**config.mk**
```make
export PLATFORM = sky130hd
export DESIGN_NAME = tlr_unit
export DESIGN_NICKNAME = d
export VERILOG_FILES = /design/src/rtl/tlr_pkg.sv /design/src/rtl/tlr_regs.sv /design/src/rtl/tlr_decide.sv /design/src/rtl/tlr_unit.sv
export SDC_FILE = /design/constraint.sdc
export NUM_CORES = 1
export LEC_CHECK = 0
export BUFFER_PORTS_ARGS = -buffer_cell sky130_fd_sc_hd__buf_2
export CORE_MARGIN = 2
export CORE_UTILIZATION = 52
export DETAILED_ROUTE_END_ITERATION = 10
export GPL_ROUTABILITY_DRIVEN = 0
export PLACE_DENSITY = 0.88
export SLEW_MARGIN = 20
export SYNTH_ARGS = -nofsm -noshare
export SYNTH_HDL_FRONTEND = slang
export SYNTH_SLANG_ARGS = --single-unit
```
**constraint.sdc**
```tcl
create_clock -name clk -period 2.15 [get_ports clk]
set_input_delay 0.1075 -clock clk [delete_from_list [all_inputs] [get_ports clk]]
set_output_delay 0.1075 -clock clk [all_outputs]
set_load 0.01 [all_outputs]
```
**src/rtl/tlr_pkg.sv**
```systemverilog
package tlr_pkg;
    typedef enum logic [1:0] {
        RS_IDLE = 2'd0,
        RS_DATA = 2'd1,
        RS_TRAP = 2'd2,
        RS_PASS = 2'd3
    } rsp_state_e;

    localparam int unsigned NUM_W       = 5;
    localparam int unsigned SEL_W       = 3;
    localparam logic [4:0]  TP_NUM      = 5'd4;
    localparam logic [2:0]  TP_SEL      = 3'd2;
    localparam logic [4:0]  EN_NUM      = 5'd7;
    localparam logic [2:0]  EN_SEL      = 3'd0;
    localparam logic [4:0]  TP_HW_IDX   = 5'd29;
    localparam int unsigned EN_TP_BIT   = 29;
    localparam int unsigned EN_LOW_BITS = 4;
endpackage

```
**src/rtl/tlr_regs.sv**
```systemverilog
module tlr_regs #(
    parameter int unsigned XLEN = 64
) (
    input  logic                         clk,
    input  logic                         rst_n,
    input  logic                         feat_present,
    input  logic                         wr_en,
    input  logic [tlr_pkg::NUM_W-1:0]    wr_num,
    input  logic [tlr_pkg::SEL_W-1:0]    wr_sel,
    input  logic [XLEN-1:0]              wr_data,
    output logic [XLEN-1:0]              tp_q,
    output logic [XLEN-1:0]              mask_q
);
    import tlr_pkg::*;

    logic            hit_tp;
    logic            hit_en;
    logic [XLEN-1:0] keep;

    assign hit_tp = wr_en && (wr_num == TP_NUM) && (wr_sel == TP_SEL);
    assign hit_en = wr_en && (wr_num == EN_NUM) && (wr_sel == EN_SEL);

    always_comb begin
        keep                    = '0;
        keep[EN_LOW_BITS-1:0]   = '1;
        keep[EN_TP_BIT]         = feat_present;
    end

    always_ff @(posedge clk or negedge rst_n) begin
        if (!rst_n) begin
            tp_q   <= '0;
            mask_q <= '0;
        end else begin
            if (hit_tp && feat_present) tp_q <= wr_data;
            if (hit_en) mask_q <= wr_data & keep;
        end
    end

    // with the feature absent the pointer never leaves zero
    p_tp_absent_r3: assert property (@(posedge clk) disable iff (!rst_n)
        !feat_present |-> tp_q == '0);

    // pointer only changes on an addressed write
    p_tp_hold_r2: assert property (@(posedge clk) disable iff (!rst_n)
        !hit_tp |=> $stable(tp_q));

    // bit 29 of the mask cannot be set when the feature is absent
    p_mask_bit_r4: assert property (@(posedge clk) disable iff (!rst_n)
        !feat_present |-> !mask_q[EN_TP_BIT]);
endmodule

```
**src/rtl/tlr_decide.sv**
```systemverilog
module tlr_decide #(
    parameter int unsigned XLEN = 64
) (
    input  logic                         feat_present,
    input  logic                         priv_mode,
    input  logic                         hw_rd_en,
    input  logic [tlr_pkg::NUM_W-1:0]    hw_rd_idx,
    input  logic                         cp_rd_en,
    input  logic [tlr_pkg::NUM_W-1:0]    cp_rd_num,
    input  logic [tlr_pkg::SEL_W-1:0]    cp_rd_sel,
    input  logic                         cp_rd_is32,
    input  logic [XLEN-1:0]              tp_q,
    input  logic [XLEN-1:0]              mask_q,
    output tlr_pkg::rsp_state_e          nxt_state,
    output logic [XLEN-1:0]              nxt_data
);
    import tlr_pkg::*;

    logic [XLEN-1:0] raw;
    logic [XLEN-1:0] ext;
    logic            cp_hit;

    generate
        if (XLEN > 32) begin : g_sext
            assign ext = {{(XLEN-32){raw[31]}}, raw[31:0]};
        end else begin : g_nosext
            assign ext = raw;
        end
    endgenerate

    always_comb begin
        nxt_state = RS_IDLE;
        raw       = '0;
        cp_hit    = 1'b0;
        if (hw_rd_en) begin
            if (hw_rd_idx == TP_HW_IDX) begin
                if (priv_mode || mask_q[EN_TP_BIT]) begin
                    nxt_state = RS_DATA;
                    raw       = tp_q;
                end else begin
                    nxt_state = RS_TRAP;
                end
            end else begin
                nxt_state = RS_PASS;
            end
        end else if (cp_rd_en) begin
            if (cp_rd_num == TP_NUM && cp_rd_sel == TP_SEL) begin
                nxt_state = RS_DATA;
                raw       = feat_present ? tp_q : '0;
                cp_hit    = 1'b1;
            end else if (cp_rd_num == EN_NUM && cp_rd_sel == EN_SEL) begin
                nxt_state = RS_DATA;
                raw       = mask_q;
                cp_hit    = 1'b1;
            end
        end
        nxt_data = (cp_hit && cp_rd_is32) ? ext : raw;
    end
endmodule

```
**src/rtl/tlr_unit.sv**
```systemverilog
module tlr_unit #(
    parameter int unsigned XLEN = 64
) (
    input  logic                         clk,
    input  logic                         rst_n,
    input  logic                         feat_present,
    input  logic                         priv_mode,
    input  logic                         cp_wr_en,
    input  logic [4:0]                   cp_wr_num,
    input  logic [2:0]                   cp_wr_sel,
    input  logic [XLEN-1:0]              cp_wr_data,
    input  logic                         cp_rd_en,
    input  logic [4:0]                   cp_rd_num,
    input  logic [2:0]                   cp_rd_sel,
    input  logic                         cp_rd_is32,
    input  logic                         hw_rd_en,
    input  logic [4:0]                   hw_rd_idx,
    output logic [XLEN-1:0]              rd_data,
    output logic                         rd_valid,
    output logic                         ri_exc,
    output logic                         hw_unhandled
);
    import tlr_pkg::*;

    logic [XLEN-1:0] tp_q;
    logic [XLEN-1:0] mask_q;
    logic [XLEN-1:0] nxt_data;
    logic [XLEN-1:0] data_q;
    rsp_state_e      nxt_state;
    rsp_state_e      state_q;

    tlr_regs #(.XLEN(XLEN)) u_regs (
        .clk          (clk),
        .rst_n        (rst_n),
        .feat_present (feat_present),
        .wr_en        (cp_wr_en),
        .wr_num       (cp_wr_num),
        .wr_sel       (cp_wr_sel),
        .wr_data      (cp_wr_data),
        .tp_q         (tp_q),
        .mask_q       (mask_q)
    );

    tlr_decide #(.XLEN(XLEN)) u_decide (
        .feat_present (feat_present),
        .priv_mode    (priv_mode),
        .hw_rd_en     (hw_rd_en),
        .hw_rd_idx    (hw_rd_idx),
        .cp_rd_en     (cp_rd_en),
        .cp_rd_num    (cp_rd_num),
        .cp_rd_sel    (cp_rd_sel),
        .cp_rd_is32   (cp_rd_is32),
        .tp_q         (tp_q),
        .mask_q       (mask_q),
        .nxt_state    (nxt_state),
        .nxt_data     (nxt_data)
    );

    // state register
    always_ff @(posedge clk or negedge rst_n) begin
        if (!rst_n) begin
            state_q <= RS_IDLE;
            data_q  <= '0;
        end else begin
            state_q <= nxt_state;
            data_q  <= nxt_data;
        end
    end

    // output decode
    always_comb begin
        rd_data      = '0;
        rd_valid     = 1'b0;
        ri_exc       = 1'b0;
        hw_unhandled = 1'b0;
        unique case (state_q)
            RS_IDLE: ;
            RS_DATA: begin
                rd_valid = 1'b1;
                rd_data  = data_q;
            end
            RS_TRAP: ri_exc = 1'b1;
            RS_PASS: hw_unhandled = 1'b1;
            default: ;
        endcase
    end

    p_priv_read_r5: assert property (@(posedge clk) disable iff (!rst_n)
        (hw_rd_en && hw_rd_idx == TP_HW_IDX && priv_mode)
        |=> (rd_valid && rd_data == $past(tp_q)));

    p_user_grant_r6: assert property (@(posedge clk) disable iff (!rst_n)
        (hw_rd_en && hw_rd_idx == TP_HW_IDX && !priv_mode && mask_q[EN_TP_BIT])
        |=> (rd_valid && rd_data == $past(tp_q)));

    p_user_deny_r7: assert property (@(posedge clk) disable iff (!rst_n)
        (hw_rd_en && hw_rd_idx == TP_HW_IDX && !priv_mode && !mask_q[EN_TP_BIT])
        |=> (ri_exc && !rd_valid && rd_data == '0));

    p_pass_r8: assert property (@(posedge clk) disable iff (!rst_n)
        (hw_rd_en && hw_rd_idx != TP_HW_IDX) |=> (hw_unhandled && !ri_exc && !rd_valid));

    p_idle_r9: assert property (@(posedge clk) disable iff (!rst_n)
        (!hw_rd_en && !cp_rd_en) |=> (!rd_valid && !ri_exc && !hw_unhandled));

    p_one_strobe_r9: assert property (@(posedge clk) disable iff (!rst_n)
        $onehot0({rd_valid, ri_exc, hw_unhandled}));
endmodule

```
==> key figures <==
Routing
  • Initial DRC Count: roughly 230
  • Total wire length: roughly 14 mm
  • DR vias/cell: around 5
  • Antenna Nets Post-Route: 0
  • Vias after detailed routing: roughly 4100
  • Drc violations: 0
  • Avg WL per Cell: about 18 microns
  • Drt pass-1 iters: 4

Clock network
  • CTS tree: done
  • CTS HTree Levels: 4
  • Worst-Skew Late Latency: roughly 0.53 ns
  • TritonCTS Buffers: 17
  • CTS Sinks: ~140
  • Clk slew on worst S/H paths: approximately 0.060 ns
  • Clock buffer depth: 2
  • CTS Root Cell: clkbuf_8

Die
  • Top-level I/O count: between 150 and 200
  • Die Y: 108 microns
  • Die Wd: 108 microns
  • Rows: 38
  • Core Region: 10700 sq um
  • Die area: approximately 12000 sq um
  • Starting Density: 0.527

Power
  • Worst vdd ir: around 0.54 mV
  • Power Density: between 700 and 800 nW/um^2
  • Leak Pwr: approximately 4.3 nW

STA
  • Final hold vios: 0
  • Hold WS: ~0.04 ns
  • Tmin final: roughly 2.1 ns
  • Slew @ Worst Pin: 0.705 ns
  • Clk_skew: just over 0.006 ns
  • Tcrit/Tclk final: 0.966
  • Endpoints failing setup: 0
  • Final Max Slew Viols: 0
  • Fmax achieved: between 0.4 and 0.5 GHz
  • Slew Limit Headroom: 0.530

Finish
  • Fillers: 666
  • Area growth from synthesis to layout: 41.1%
  • Layout cell share with drive strength beyond 1: 0.413
  • Non-filler instance count after layout: between 800 and 900
  • NumNets Final: approximately 750

Logic synthesis
  • Most frequent cells after synthesis: dfrtp_1 (135), and2_1 (93), mux2_4 (60)
  • Register bit count reported by yosys: 135
  • Top cells by area, synth: dfrtp_1 (60%), mux2_4 (16%), and2_1 (10%)
  • Yosys top cell by area: dfrtp_1
  • Cells after synthesis: between 400 and 500
  • Most common cell in the netlist: dfrtp_1
  • Net count after synthesis: 512
  • Top FF cell, synth: dfrtp_1
  • Post-synth EDFFs: 0
  • Yosys cell types: 29
  • Post-synthesis sequential area ratio: 0.599
  • Share of synthesized registers carrying an async set or reset: 1.00
  • Netlist Area Pre-Place: approximately 5600 sq um
  • Avg Cell Area, Syn: 13.5 sq um
  • Area share of the largest cell type after synthesis: 0.599
  • YS warnings: 0

Critical path
  • CP bufs+invs: 2
  • Max FO, Critical Path: 3
  • Cell chain of the critical path: o41ai_2, dlygate4sd3_1, o21ai_0, dlygate4sd3_1
  • CP max stage delay: 0.59 ns
  • Family with the most delay on the worst path: buffers and inverters
  • Setup crit end kind: register
  • Slowest-stage cell, CP: dlygate4sd3_1
  • Most frequent CP cell: dlygate4sd3_1
  • Crit Path Class: register to register
  • Worst Setup Start Kind: register
  • Req. time, crit path: 2.56 ns
  • R2R Setup Slk: ~0.073 ns
  • Worst endpoint data arrival time: 2.49 ns

Global route
  • Largest net degree at the start of global routing: just under 60
  • GRT overflow: 0
  • Initial antenna violation count: 3
  • First-pass GRT wire length: around 22 mm
  • Vias in the first global route: roughly 4400
  • GRT Util Overall: 0.259

Status
  • Status: complete, no violations

Place
  • Final HPWL DP: a little under 9 mm
  • Placed Cells: approximately 710
  • Number of port buffers: roughly 160

Job
  • Max Cap Viol: 0

Min path
  • Worst min path class: input pin to async pin
-- routing by layer --
metal / up-vias / track usage / wire length (microns) / part of all wire
li1: 1871 / - / - / -
met1: 2026 / 0.308 / 5790 / 0.41
met2: 150 / 0.428 / 7110 / 0.50
met3: 33 / 0.0916 / 974 / 0.068
met4: 4 / 0.111 / 325 / 0.023
met5: - / 0 / 33 / 0.0023
-- kinds of logic after synthesis --
| group | synth area share |
|---|---|
| buf+inv | 0.0275 |
| simple gates | 0.152 |
| mux | 0.178 |
| compound gates | 0.0431 |
| flops | 0.599 |
-- per-stage QoR --
| step | setup WS (ns) | cell area (sq um) | setup TNS (ns) | power (mW) | utilization |
|---|---|---|---|---|---|
| 2_1_floorplan | 0.810 | 5640 | 0 | 2.73 | - |
| 3_3_place_gp | 0.547 | 6580 | 0 | 2.90 | 0.615 |
| 3_5_place_dp | 0.456 | 6580 | 0 | 2.92 | 0.615 |
| 4_1_cts | 0.0817 | 7940 | 0 | 6.17 | 0.742 |
| 5_1_grt | -0.0189 | 7950 | -0.0189 | 6.32 | 0.744 |
| 6_report | 0.0729 | 7950 | 0 | 6.13 | 0.744 |
-- state kept, by name, indices dropped and copies added, names as in the netlist --
signal,count
data_q,64
state_q,2
u_regs.mask_q,5
u_regs.tp_q,64
-- area by class of cell --
cell class | count | area, sq um | area share
Sequential cell | 135 | 3380 | 0.425
Multi-Input combinational cell | 258 | 2130 | 0.268
Timing Repair Buffer | 243 | 1620 | 0.204
Clock buffer | 20 | 445 | 0.0560
Clock inverter | 11 | 196 | 0.0247
Tap cell | 140 | 175 | 0.0220
Inverter | 1 | 3.75 | 0.000472
Antenna cell | 1 | 2.50 | 0.000315
-- report_power, final --
part | switching, mW | internal, mW
registers | 0.0251 | 2.58
logic | 0.159 | 0.217
clock network | 1.09 | 2.06
-- cell usage in the layout, fill, tap and decap left out, types with 3 or more instances in the layout --
cell / n
nor2_1: 3
buf_4: 12
buf_2: 158
bufinv_16: 5
dlygate4sd3_1: 71
nand2_1: 35
nor3_1: 3
mux2_4: 60
a22o_1: 6
clkinvlp_4: 5
and2_1: 93
clkbuf_16: 16
mux2_2: 8
clkbuf_8: 3
a21oi_1: 32
dfrtp_1: 135
-- final timing paths --
check,start,to,cells past startpoint
max in group asynchronous,rst_n,data_q[27],3
setup reg to reg,u_regs.mask_q[29],state_q[0],4
hold reg to reg,u_regs.mask_q[2],data_q[2],1
min in group clk,cp_wr_num[0],u_regs.mask_q[29],3
hold / removal,rst_n,u_regs.tp_q[15],2
setup / recovery,u_regs.mask_q[29],state_q[0],4
-- repair_timing --
item | in CTS | in global routing
buffers inserted | 0 | 1
endpoints found under the hold margin | 206 | 0
gates resized for setup | 0 | 1
endpoints found under the setup margin | 0 | 1
hold buffers | 71 | 0
No activity file was read; power rests on OpenSTA's default activity.
